`src/rtl/phc_pkg.sv`:
```
package phc_pkg;
  localparam int WORD_W = 16;
  localparam int SEC_W  = 48;
  localparam int NS_W   = 30;
  localparam int HI_W   = NS_W - WORD_W;
  localparam int ADDR_W = 4;
  localparam logic [31:0] NS_PER_SEC = 32'd1_000_000_000;

  localparam logic [ADDR_W-1:0] A_CMD    = 4'd0;
  localparam logic [ADDR_W-1:0] A_SET_SH = 4'd1;
  localparam logic [ADDR_W-1:0] A_SET_SM = 4'd2;
  localparam logic [ADDR_W-1:0] A_SET_SL = 4'd3;
  localparam logic [ADDR_W-1:0] A_SET_NH = 4'd4;
  localparam logic [ADDR_W-1:0] A_SET_NL = 4'd5;
  localparam logic [ADDR_W-1:0] A_RATE_H = 4'd6;
  localparam logic [ADDR_W-1:0] A_RATE_L = 4'd7;
  localparam logic [ADDR_W-1:0] A_STEP_H = 4'd8;
  localparam logic [ADDR_W-1:0] A_STEP_L = 4'd9;
  localparam logic [ADDR_W-1:0] A_RD_SH  = 4'd10;
  localparam logic [ADDR_W-1:0] A_RD_SM  = 4'd11;
  localparam logic [ADDR_W-1:0] A_RD_SL  = 4'd12;
  localparam logic [ADDR_W-1:0] A_RD_NH  = 4'd13;
  localparam logic [ADDR_W-1:0] A_RD_NL  = 4'd14;

  typedef struct packed {
    logic step_n;
    logic step_s;
    logic load;
    logic snap;
    logic on;
    logic off;
    logic clr;
  } cmd_t;
endpackage

```
`src/rtl/phc_regs.sv`:
```
module phc_regs
  import phc_pkg::*;
(
  input  logic              clk,
  input  logic              rst,
  input  logic              wr_en,
  input  logic [ADDR_W-1:0] wr_addr,
  input  logic [WORD_W-1:0] wr_data,
  input  logic [ADDR_W-1:0] rd_addr,
  input  logic [SEC_W-1:0]  snap_sec,
  input  logic [NS_W-1:0]   snap_ns,
  output cmd_t              cmd,
  output logic              running,
  output logic [SEC_W-1:0]  set_sec,
  output logic [NS_W-1:0]   set_ns,
  output logic              rate_fast,
  output logic [NS_W-1:0]   rate_mag,
  output logic              step_add,
  output logic [WORD_W-1:0] step_sec,
  output logic [NS_W-1:0]   step_ns,
  output logic [WORD_W-1:0] rd_data
);
  logic [WORD_W-1:0] set_sh, set_sm, set_sl, set_nl, rate_l, step_l;
  logic [HI_W-1:0]   set_nh, rate_h, step_h;
  logic              rate_dir, step_dir;
  logic              cmd_wr;
  logic [WORD_W-1:0] rd_mux;

  always_comb begin
    cmd_wr      = wr_en && (wr_addr == A_CMD);
    cmd.clr     = cmd_wr && wr_data[0];
    cmd.off     = cmd_wr && wr_data[1];
    cmd.on      = cmd_wr && wr_data[2];
    cmd.snap    = cmd_wr && wr_data[3];
    cmd.load    = cmd_wr && wr_data[4];
    cmd.step_s  = cmd_wr && wr_data[5];
    cmd.step_n  = cmd_wr && wr_data[6];
  end

  always_comb begin
    case (rd_addr)
      A_RATE_H: rd_mux = {rate_dir, 1'b0, rate_h};
      A_RATE_L: rd_mux = rate_l;
      A_RD_SH:  rd_mux = snap_sec[47:32];
      A_RD_SM:  rd_mux = snap_sec[31:16];
      A_RD_SL:  rd_mux = snap_sec[15:0];
      A_RD_NH:  rd_mux = {2'b00, snap_ns[NS_W-1:WORD_W]};
      A_RD_NL:  rd_mux = snap_ns[WORD_W-1:0];
      default:  rd_mux = '0;
    endcase
  end

  always_ff @(posedge clk) begin
    if (rst) begin
      set_sh <= '0; set_sm <= '0; set_sl <= '0; set_nh <= '0; set_nl <= '0;
      rate_dir <= 1'b0; rate_h <= '0; rate_l <= '0;
      step_dir <= 1'b0; step_h <= '0; step_l <= '0;
      running <= 1'b0;
      rd_data <= '0;
    end else begin
      if (wr_en) begin
        case (wr_addr)
          A_SET_SH: set_sh <= wr_data;
          A_SET_SM: set_sm <= wr_data;
          A_SET_SL: set_sl <= wr_data;
          A_SET_NH: set_nh <= wr_data[HI_W-1:0];
          A_SET_NL: set_nl <= wr_data;
          A_RATE_H: begin rate_dir <= wr_data[15]; rate_h <= wr_data[HI_W-1:0]; end
          A_RATE_L: rate_l <= wr_data;
          A_STEP_H: begin step_dir <= wr_data[15]; step_h <= wr_data[HI_W-1:0]; end
          A_STEP_L: step_l <= wr_data;
          default: ;
        endcase
      end
      if (cmd.clr) begin
        rate_dir <= 1'b0;
        rate_h   <= '0;
        rate_l   <= '0;
      end
      if (cmd.clr || cmd.off) running <= 1'b0;
      else if (cmd.on)        running <= 1'b1;
      rd_data <= rd_mux;
    end
  end

  assign set_sec   = {set_sh, set_sm, set_sl};
  assign set_ns    = {set_nh, set_nl};
  assign rate_fast = rate_dir;
  assign rate_mag  = {rate_h, rate_l};
  assign step_add  = step_dir;
  assign step_sec  = step_l;
  assign step_ns   = {step_h, step_l};


  clr_wipes_chk: assert property (@(posedge clk) disable iff (rst)
    cmd.clr |=> (rate_mag == '0) && !rate_fast && !running);


  stop_wins_chk: assert property (@(posedge clk) disable iff (rst)
    (cmd_wr && wr_data[1]) |=> !running);
endmodule

```
`src/rtl/phc_rate.sv`:
```
module phc_rate
  import phc_pkg::*;
#(
  parameter int FRAC_W = 31,
  parameter int NOM_NS = 8,
  parameter int INC_W  = 4
) (
  input  logic             clk,
  input  logic             rst,
  input  logic             clr,
  input  logic             tick,
  input  logic             fast,
  input  logic [NS_W-1:0]  mag,
  output logic [INC_W-1:0] inc
);
  localparam int PAD_W = FRAC_W + 1 - NS_W;

  logic [FRAC_W-1:0] acc;
  logic [FRAC_W:0]   sum_up, sum_dn;
  logic              carry, borrow;

  always_comb begin
    sum_up = {1'b0, acc} + {{PAD_W{1'b0}}, mag};
    sum_dn = {1'b0, acc} - {{PAD_W{1'b0}}, mag};
    carry  = fast && sum_up[FRAC_W];
    borrow = !fast && sum_dn[FRAC_W];
    if (!tick)       inc = '0;
    else if (carry)  inc = INC_W'(NOM_NS + 1);
    else if (borrow) inc = INC_W'(NOM_NS - 1);
    else             inc = INC_W'(NOM_NS);
  end

  always_ff @(posedge clk) begin
    if (rst || clr)  acc <= '0;
    else if (tick)   acc <= fast ? sum_up[FRAC_W-1:0] : sum_dn[FRAC_W-1:0];
  end


  fast_never_short_chk: assert property (@(posedge clk) disable iff (rst)
    (tick && fast) |-> (inc >= INC_W'(NOM_NS)));


  slow_never_long_chk: assert property (@(posedge clk) disable iff (rst)
    (tick && !fast) |-> (inc <= INC_W'(NOM_NS)));
endmodule

```
`src/rtl/phc_time.sv`:
```
module phc_time
  import phc_pkg::*;
#(
  parameter int INC_W = 4
) (
  input  logic              clk,
  input  logic              rst,
  input  cmd_t              cmd,
  input  logic [INC_W-1:0]  inc,
  input  logic [SEC_W-1:0]  set_sec,
  input  logic [NS_W-1:0]   set_ns,
  input  logic              step_add,
  input  logic [WORD_W-1:0] step_sec,
  input  logic [NS_W-1:0]   step_ns,
  output logic [SEC_W-1:0]  sec_q,
  output logic [NS_W-1:0]   ns_q,
  output logic [SEC_W-1:0]  snap_sec,
  output logic [NS_W-1:0]   snap_ns
);
  localparam logic [31:0] ONE_S = NS_PER_SEC;
  localparam logic [31:0] TWO_S = NS_PER_SEC + NS_PER_SEC;

  logic [31:0]      ns_sum, ld_sum;
  logic [NS_W-1:0]  ns_nx, ld_ns;
  logic [1:0]       carry;
  logic [SEC_W-1:0] sec_carried, sec_nx, ld_sec;

  always_comb begin
    ns_sum = 32'(ns_q) + 32'(inc) + (cmd.step_n ? 32'(step_ns) : 32'd0);
    if (ns_sum >= TWO_S) begin
      ns_nx = NS_W'(ns_sum - TWO_S); carry = 2'd2;
    end else if (ns_sum >= ONE_S) begin
      ns_nx = NS_W'(ns_sum - ONE_S); carry = 2'd1;
    end else begin
      ns_nx = NS_W'(ns_sum);         carry = 2'd0;
    end
    sec_carried = sec_q + SEC_W'(carry);
    if (cmd.step_s)
      sec_nx = step_add ? sec_carried + SEC_W'(step_sec) : sec_carried - SEC_W'(step_sec);
    else
      sec_nx = sec_carried;

    ld_sum = 32'(set_ns);
    if (ld_sum >= ONE_S) begin
      ld_ns  = NS_W'(ld_sum - ONE_S);
      ld_sec = set_sec + SEC_W'(1);
    end else begin
      ld_ns  = set_ns;
      ld_sec = set_sec;
    end
  end

  always_ff @(posedge clk) begin
    if (rst || cmd.clr) begin
      sec_q <= '0;
      ns_q  <= '0;
    end else if (cmd.load) begin
      sec_q <= ld_sec;
      ns_q  <= ld_ns;
    end else begin
      sec_q <= sec_nx;
      ns_q  <= ns_nx;
    end
  end

  always_ff @(posedge clk) begin
    if (rst) begin
      snap_sec <= '0;
      snap_ns  <= '0;
    end else if (cmd.snap) begin
      snap_sec <= sec_q;
      snap_ns  <= ns_q;
    end
  end


  ns_bound_chk: assert property (@(posedge clk) disable iff (rst)
    ns_q < NS_W'(NS_PER_SEC));


  idle_hold_chk: assert property (@(posedge clk) disable iff (rst)
    (inc == '0 && !cmd.clr && !cmd.load && !cmd.step_s && !cmd.step_n)
      |=> $stable(sec_q) && $stable(ns_q));


  load_exact_chk: assert property (@(posedge clk) disable iff (rst)
    (cmd.load && !cmd.clr && (32'(set_ns) < ONE_S))
      |=> (sec_q == $past(set_sec)) && (ns_q == $past(set_ns)));


  snap_coherent_chk: assert property (@(posedge clk) disable iff (rst)
    cmd.snap |=> (snap_sec == $past(sec_q)) && (snap_ns == $past(ns_q)));
endmodule

```
`src/rtl/ptp_hw_clock.sv`:
```
module ptp_hw_clock
  import phc_pkg::*;
#(
  parameter int FRAC_W = 31,
  parameter int NOM_NS = 8
) (
  input  logic        clk,
  input  logic        rst,
  input  logic        tick_i,
  input  logic        wr_en_i,
  input  logic [3:0]  wr_addr_i,
  input  logic [15:0] wr_data_i,
  input  logic [3:0]  rd_addr_i,
  output logic [15:0] rd_data_o,
  output logic [47:0] time_sec_o,
  output logic [29:0] time_ns_o
);
  localparam int INC_W = $clog2(NOM_NS + 2);

  cmd_t              cmd;
  logic              running, rate_fast, step_add;
  logic [SEC_W-1:0]  set_sec, snap_sec;
  logic [NS_W-1:0]   set_ns, rate_mag, step_ns, snap_ns;
  logic [WORD_W-1:0] step_sec;
  logic [INC_W-1:0]  inc;

  phc_regs u_regs (
    .clk(clk), .rst(rst),
    .wr_en(wr_en_i), .wr_addr(wr_addr_i), .wr_data(wr_data_i),
    .rd_addr(rd_addr_i), .snap_sec(snap_sec), .snap_ns(snap_ns),
    .cmd(cmd), .running(running),
    .set_sec(set_sec), .set_ns(set_ns),
    .rate_fast(rate_fast), .rate_mag(rate_mag),
    .step_add(step_add), .step_sec(step_sec), .step_ns(step_ns),
    .rd_data(rd_data_o)
  );

  phc_rate #(.FRAC_W(FRAC_W), .NOM_NS(NOM_NS), .INC_W(INC_W)) u_rate (
    .clk(clk), .rst(rst), .clr(cmd.clr),
    .tick(tick_i && running),
    .fast(rate_fast), .mag(rate_mag), .inc(inc)
  );

  phc_time #(.INC_W(INC_W)) u_time (
    .clk(clk), .rst(rst), .cmd(cmd), .inc(inc),
    .set_sec(set_sec), .set_ns(set_ns),
    .step_add(step_add), .step_sec(step_sec), .step_ns(step_ns),
    .sec_q(time_sec_o), .ns_q(time_ns_o),
    .snap_sec(snap_sec), .snap_ns(snap_ns)
  );
endmodule

```
`config.mk`:
```
export PLATFORM = sky130hd
export DESIGN_NAME = ptp_hw_clock
export DESIGN_NICKNAME = d
export VERILOG_FILES = /design/src/rtl/phc_pkg.sv /design/src/rtl/phc_regs.sv /design/src/rtl/phc_rate.sv /design/src/rtl/phc_time.sv /design/src/rtl/ptp_hw_clock.sv
export SDC_FILE = /design/constraint.sdc
export NUM_CORES = 1
export LEC_CHECK = 0
export ABC_CLOCK_PERIOD_IN_PS = 40000
export BUFFER_PORTS_ARGS = -buffer_cell sky130_fd_sc_hd__buf_4
export CAP_MARGIN = 0
export CORE_ASPECT_RATIO = 1.2
export CORE_MARGIN = 5
export CORE_UTILIZATION = 55
export CTS_CLUSTER_SIZE = 12
export DETAILED_ROUTE_END_ITERATION = 6
export PLACE_DENSITY = 0.73
export SYNTH_ARGS = -nofsm -noshare
export SYNTH_HDL_FRONTEND = slang
export SYNTH_SLANG_ARGS = --single-unit
```
`constraint.sdc`:
```
create_clock -name clk -period 40 [get_ports clk]
set_input_delay 12 -clock clk [delete_from_list [all_inputs] [get_ports clk]]
set_output_delay 12 -clock clk [all_outputs]
set_load 0.01 [all_outputs]
```
# Word level (Yosys, flattened, before mapping)
# Cells that the tools add are included.
# totals
elab_cells,90
out_inout_bits,94
reg_bits,344
inputBits,28
# op_classes
add_sub_neg,11
n_lt_le_gt_ge,3
mux,16
n_eq_ne,16
reduce_logical,26
# ops
cell,n
48-bit two-way mux,4
30-bit two-way mux,5
16-bit one-hot mux with 7 select lines,1
"30-bit subtractor, second input constant",3
31-bit by 30-bit adder with 32-bit output,2
"48-bit by 1-bit adder with 48-bit output, second input constant",1
48-bit by 16-bit adder with 48-bit output,1
48-bit by 2-bit adder with 48-bit output,1
48-bit by 16-bit subtractor with 48-bit output,1
"32-bit by 30-bit >= comparator with 1-bit output, second input constant",1
"32-bit by 31-bit >= comparator with 1-bit output, second input constant",1
31-bit by 30-bit subtractor with 32-bit output,1
30-bit by 4-bit adder with 31-bit output,1
31-bit two-way mux,1
"30-bit >= comparator, second input constant",1
"4-bit == test, second input constant",7
"4-bit by 3-bit == test with 1-bit output, second input constant",6
2-bit AND reduction,9
4-bit two-way mux,3
1-bit logical AND,11
"4-bit by 2-bit == test with 1-bit output, second input constant",2
"4-bit by 1-bit == test with 1-bit output, second input constant",1
4-bit zero test,1
2-bit OR reduction,2
other kinds (4),5

# Longest topological paths before layout
# Gate-level depths: netlist (run 1).
# depth
word_depth,15
ltp_mapped,60

# By module
# A second synthesis (run 1) with hierarchy kept.
# unflattened
hier_cells,3469
hier_area_um2,26636.8
# modules_own_cells
module,cells_each,n_inst,area_each_um2,seq_area_each_um2
phc_time,1936,1,14851.7,3123.0
phc_regs,857,1,6990.5,3143.0
phc_rate,675,1,4788.3,620.6
ptp_hw_clock,1,1,6.3,0.0

# Worst setup path before layout (run 1)
# Ideal clock, no wire load.
# synth_path
kind,input -> register
start,in wr_addr_i[3]
end,reg u_time.sec_q[45]
path_stages,48
arrival_ps,21829
path_buffers,5
path_slack_ps,18085
t_required_ps,39914
setup_ps,86
path_cell_list,or3b_2 > clkbuf_1 > nor3_1 > clkbuf_1 > clkbuf_1 > nand3_1 > fa_1 > inv_1 > ha_1 > inv_1 > fa_1 > nor2b_1 > o211ai_1 > a31oi_1 > or3_1 > and2_1 > inv_1 > ha_1 > [... 12 more ...] > nand4_1 > nor3_1 > xor2_1 > ha_1 > clkbuf_1 > a21o_1 > a21o_1 > a21oi_1 > o31ai_1 > a221oi_1 > a32oi_1 > a31oi_1 > o211ai_1 > a21o_1 > a221oi_1 > xnor2_1 > nor3_1 > a211oi_1
# synth_via
elab_chain_cells,13
word_cells_on_any_way,19
classes_between,add/sub: 4; order compare: 2; mux: 6; reduce/logical: 7
# synth_rtl
item,line,rtl
start: declaration,ptp_hw_clock.sv:11,"input logic [3:0] wr_addr_i,"
4-bit zero test *,phc_regs.sv:30,cmd_wr = wr_en && (wr_addr == A_CMD);
1-bit logical AND *,phc_regs.sv:30,
1-bit logical AND,phc_regs.sv:37,cmd.step_n = cmd_wr && wr_data[6];
30-bit two-way mux,phc_time.sv:29,ns_sum = 32'(ns_q) + 32'(inc) + (cmd.step_n ? 32'(step_ns) : 32'd0);
31-bit by 30-bit adder with 32-bit output,phc_time.sv:29,
32-bit by 30-bit >= comparator with 1-bit output,phc_time.sv:32,end else if (ns_sum >= ONE_S) begin
1-bit two-way mux,phc_time.sv:32,
2-bit two-way mux,phc_time.sv:30,if (ns_sum >= TWO_S) begin
48-bit by 2-bit adder with 48-bit output,phc_time.sv:37,sec_carried = sec_q + SEC_W'(carry);
48-bit by 16-bit subtractor with 48-bit output / 48-bit by 16-bit adder with 48-bit output (equally long branches),phc_time.sv:39,sec_nx = step_add ? sec_carried + SEC_W'(step_sec) : sec_carried - SEC_W'(step_sec);
48-bit two-way mux,phc_time.sv:39,
48-bit two-way mux,phc_time.sv:38,if (cmd.step_s)
48-bit two-way mux,phc_time.sv:57,end else if (cmd.load) begin
end signal: assignment,phc_time.sv:58,sec_q <= ld_sec;
end signal: assignment,phc_time.sv:61,sec_q <= sec_nx;
end: declaration,phc_time.sv:15,"output logic [SEC_W-1:0] sec_q,"
# Mark *: on every way between the ends. The rest lies on a longest branch, timed or not.
# A chain may end at the register's enable or synchronous reset.

# Final worst setup path (run 1)
# Ends and elaborated chain as after synthesis.

==> out/results.ini, run 1 <==
[run_status]
outcome=complete, but fails checks
failed_checks=DRC

[clocking]
cts_resized=0
cts_tree=done
clk_latency_ns=0.58
cts_setup_buffers=0
hold_buffers=0
clockRootBuffer=clkbuf_16
numCtsBuffers=39
cts.htree.levels=2
cts.sinks=344
cts_buffer_depth=3
clk_pin_slew_worst_paths_ns=0.06

[floorplanning]
io_pins=122
rows=84
start_util=0.5531
die_w_um=200.9
core_area_sq_um=43510
fp.dieH_um=239.1
die_area_sq_um=48050

[sta]
fin_crit_sh=0.5845
fin_skew_ns=0.02465
worst_slew_pin_slew_ns=1.297
finalHoldViolCount=0
slew_headroom=0.1315
setup_viol=0
fin_crit_ns=23.38
maxSlewViolCount=0
setup_tns_ns=0
max_freq_ghz=0.04277
rsz0062_at_grt=false

[setup_path]
crit_required_ns=40.49
crit_type=input pin to register
crit_fanout=40
crit_path_max_incr_delay_ns=0.91
critPathLaunchType=input pin
cp_slowest_cell=nor3_1
arrival_ns=23.87
cp_num_buf_inv=6
cp_top_family=simple AND/OR/NAND/NOR gates
cp-end-kind=register

[pwr]
powerDensity_nw_per_um2=30.35
ir_drop_mv=0.03323
p_leak_nw=10.62

[yosys]
synthArstFlopShare=0
synth_area_per_cell_sq_um=7.483
synthTopCellsByArea=dfxtp_1 29%, nand2_1 9.3%, ha_1 9.0%
synth_largest_area_cell=dfxtp_1
syn_nets=3426
ys_types=89
ys_ff_latch=344
synth_top_area_frac=0.2862
syn_area_sq_um=24060
synthCells=3216
yosys_warnings=0
synth-seq-area-share=0.2862
synthFlopType=dfxtp_1
synth_edf_count=0

[detailed_routing]
wl_per_cell_um=23.02
drt_iter0_drc=2421
via_per_inst=6.449
first_pass_iters=7
drc_errors=21
dr_total_vias=24402
antenna_left=0
drt_wl_total_mm=87.11

[placement]
gp_congestion=1.018
dp_hpwl_mm=64.94
portBuffers=121

[grt]
grt_use_total=0.3443
grt.overflow.total=0
antenna_found_initial=0
grt_pass1_vias=22755
grt_pass1_wl_mm=131.4
grt_max_degree=81

[finish]
drive_above_1_share=0.08065
final_cell_mix=593 x nand2_1, 404 x a21oi_1, 344 x dfxtp_1
final_util=0.6055
syn2layout_area_growth_pct=9.489
layout_commonest_cell=nand2_1
nNetsFinal=3411

[job]
maxCapViolations=0

[min_path]
hold_class=register to register

==> final cells by class <==
| type | count | area (sq um) |
|---|---|---|
| Tap cell | 559 | 699.4 |
| Clock buffer | 51 | 1102 |
| Fill cell | 4053 | 17160 |
| Clock inverter | 13 | 142.6 |
| Multi-Input combinational cell | 2562 | 16020 |
| Timing Repair Buffer | 145 | 1090 |
| Sequential cell | 344 | 6887 |
| Antenna cell | 1 | 2.502 |
| Inverter | 109 | 409.1 |
==> flip-flops by register name (all words and copies together) (netlist names), 16 cells and up <==
signal	flops
u_regs.step_sec	16
u_time.snap_ns	30
u_regs.set_sm	16
u_regs.set_sl	16
u_regs.rate_l	16
u_rate.acc	31
u_regs.rd_data	16
u_regs.set_nl	16
u_time.sec_q	48
u_time.ns_q	30
u_time.snap_sec	48
u_regs.set_sh	16
==> logic make-up (layout without fill, tap and decap cells) <==
group           after synthesis  after routing  share of synthesized area
xor+xnor                    220            220                    0.08007
fa+ha+maj                   182            182                    0.09744
mux                          45             45                    0.01887
simple gates               1198           1198                     0.2228
other cells                   0              1                          0
flops                       344            344                     0.2862
buf+inv                     310            318                    0.05012
compound gates              917            917                     0.2445
==> cells in the mapped netlist, drive strengths merged (20+ instances only) <==
| master | number |
|---|---|
| nand2 | 596 |
| a21oi | 406 |
| dfxtp | 344 |
| nor2 | 232 |
| clkbuf | 179 |
| ha | 173 |
| xnor2 | 131 |
| inv | 109 |
| o21ai | 92 |
| a211oi | 90 |
| xor2 | 89 |
| and3 | 78 |
| a21o | 70 |
| nand3 | 67 |
| nor3 | 56 |
| mux2i | 42 |
| a31oi | 34 |
| a222oi | 30 |
| nand4 | 29 |
| o21bai | 25 |
| buf | 22 |
| o211ai | 21 |
| nand2b | 20 |
| o21a | 20 |
==> per-stage QoR <==
step	cells	hold WS (ns)	cell area, sq um	worst slack (ns)	total power, mW
2_1_floorplan	3216	0.4321	24060	18.09	0.4188
3_3_place_gp	3718	0.4409	25090	16.62	0.4466
3_5_place_dp	3718	0.4464	25090	16.24	0.4473
4_1_cts	3782	0.4523	26340	16.78	0.8007
5_1_grt	3783	0.4741	26350	15.82	0.8242
6_report	3784	0.4540	26350	16.62	0.7997
==> path summary, 6_finish.rpt <==
path / start / to / slack, ns / cells after the start
worst max register to register: u_regs.rate_l[1] / u_time.sec_q[45] / 25.15 / 56
worst max-delay path: wr_addr_i[3] / u_time.sec_q[45] / 16.62 / 45
worst min register to register: u_regs.step_h[2] / u_regs.step_h[2] / 0.45 / 2
worst min-delay path: u_regs.step_h[2] / u_regs.step_h[2] / 0.45 / 2
==> routing by layer <==
metal  part of all wire  global-route usage  vias to the layer above
met4              0.064              0.1819                        0
met1               0.39              0.4351                    11551
met3              0.082             0.05020                      263
met2               0.46              0.5723                     1196
met5                  0                   0                        -
li1                   -                   -                    11392
==> worst min-delay path, stage by stage, from the launching register on <==
cell and delay (ns):
dfxtp_1 0.31, nand2_1 0.05, a21oi_1 0.05
==> power by group <==
part,internal (mW),switching [mW]
logic,0.0324,0.0594
registers,0.346,0.00517
clock network,0.207,0.150
Power figures use the tool's default switching activity.
==> inputs of run 2 (changes only) <==
Settings changed: ABC_CLOCK_PERIOD_IN_PS 40000 to 22200.
Clock period 40 ns to 22.2 ns, I/O delays scaled along.
==> run 2 against run 1 <==
Net effect:
- the flow still finishes with violations (DRC)
- worst hold slack got worse by 0.010 ns
- sequential share of layout area barely moved
- register-to-register slack worse by 18 ns
- sequential power is 80% higher
- power grew 79%
- via count shrank 0.52%
- critical endpoint unchanged
- largest cell class unchanged
- core utilization decreased by 0.052 points
- count of clock-buffer cells in the layout grew 1
- final cell count hardly changed
- design area barely moved
- worst setup slack worse by 12 ns
==> out/results.ini, run 2 (synthesis gave the netlist of run 1 again) <==
[setup_path]
crit_path_max_incr_delay_ns=0.85
worst-r2r-cell-count=56
cp_slowest_cell=nor3_1
crit_type=input pin to register
crit_required_ns=22.68
crit_fanout=40
arrival_ns=18.44
r2r-end=u_time.sec_q[45]
cp_top_family=simple AND/OR/NAND/NOR gates
cp-end-kind=register
crit_cells=45
r2r_setup_slack_ns=7.49
r2r_start=u_regs.rate_l[1]
cp_num_buf_inv=6
critPathLaunchType=input pin

[grt]
antenna_found_initial=1
grt_pass1_wl_mm=132.4
grt_max_degree=115
grt_use_total=0.3469
grt.overflow.total=0
grt_pass1_vias=23018

[placement]
portBuffers=121
gp_congestion=1.016
placed_cell_area_sq_um=25100
dp_hpwl_mm=65.27
dp.cells=3719

[finish]
fin_area_sq_um=26330
final_cells=3785
top_regs=u_time.sec_q (48), u_time.snap_sec (48), u_rate.acc (31)
nNetsFinal=3411
final_cell_mix=593 x nand2_1, 404 x a21oi_1, 344 x dfxtp_1
layout_commonest_cell=nand2_1
drive_above_1_share=0.08124
syn2layout_area_growth_pct=9.395

[clocking]
cts_buffer_depth=3
cts.htree.levels=2
cts_resized=0
clk_pin_slew_worst_paths_ns=0.06
cts.sinks=344
clk_latency_ns=0.59
numCtsBuffers=39
cts_tree=done
clockRootBuffer=clkbuf_16
cts_setup_buffers=0
hold_buffers=0

[sta]
maxSlewViolCount=0
max_freq_ghz=0.05568
fin_crit_ns=17.96
finalHoldViolCount=0
setup_viol=0
fin_skew_ns=0.03078
rsz0062_at_grt=false
fin_crit_sh=0.8090
worst_slew_pin_slew_ns=1.250
slew_headroom=0.1634
setup_tns_ns=0

[pwr]
powerDensity_nw_per_um2=54.36
power_mw=1.431
p_leak_nw=10.61
ir_drop_mv=0.05774

[floorplanning]
io_pins=122
rows=84
die_area_sq_um=48050
fp.dieH_um=239.1
start_util=0.5531
core_area_sq_um=43510
die_w_um=200.9

[detailed_routing]
via_per_inst=6.414
drt_iter0_drc=2516
antenna_left=0
drt_wl_total_mm=87.55
wl_per_cell_um=23.13
dr_total_vias=24276
drc_errors=15
first_pass_iters=7

[run_status]
outcome=complete, but fails checks
failed_checks=DRC

[min_path]
holdPathStages=2
hp-start=u_regs.set_nl[6]
hold_class=register to register
holdPathEnd=u_time.ns_q[6]

[job]
maxCapViolations=0

run 2: changes by cell type in the layout (fill, tap and decap cells not counted), sizes merged:
cell and change:
clkinv +1, inv -1, clkbuf +1, bufinv -2, clkinvlp +2
run 2: worst min-delay path, stage by stage (launching register included):
cell,delay [ns]
dfxtp_1,0.31
nand2_1,0.05
a21oi_1,0.05
run 2: final cells by class:
cell class              instances  area (sq um)
clock buffers                  52          1126
clock inverters                13         93.84
repair buffers                145          1092
well taps                     559         699.4
flip-flops and latches        344          6887
inverters                     109         409.1
fillers                      4047         17190
multi-input cells            2562         16020
diodes                          1         2.502
run 2: report_power, final:
group	internal, mW	switching [mW]	total, mW
sequential	0.623	0.00915	0.632
combinational	0.0583	0.109	0.167
clock	0.356	0.276	0.632
run 2: routing by layer:
| metal | track usage | routed length, um | vias up |
|---|---|---|---|
| met4 | 0.1736 | 5284 | 2 |
| met2 | 0.5818 | 40400 | 1113 |
| met1 | 0.4279 | 34270 | 11549 |
| met3 | 0.06689 | 7581 | 262 |
| li1 | - | - | 11350 |
| met5 | 0 | 12 | - |
run 2: worst max path at each step:
stage / slack, ns / end / start
3_5_place_dp: 3.79 / u_time.sec_q[45] / wr_addr_i[3]
5_1_grt: 3.46 / u_time.sec_q[45] / wr_addr_i[3]
2_1_floorplan: 5.63 / u_time.sec_q[45] / wr_addr_i[3]
3_3_place_gp: 4.12 / u_time.sec_q[47] / wr_addr_i[3]
6_report: 4.24 / u_time.sec_q[45] / wr_addr_i[3]
4_1_cts: 4.34 / u_time.sec_q[45] / wr_addr_i[3]
run 2: through the flow:
step                        util  setup slack, ns  hold WS [ns]
after floorplan                -            5.625        0.4321
after global placement    0.5769            4.124        0.4382
after detailed placement  0.5769            3.792        0.4442
after CTS                 0.6049            4.344        0.4456
after global routing      0.6050            3.461        0.4560
final                     0.6050            4.239        0.4438
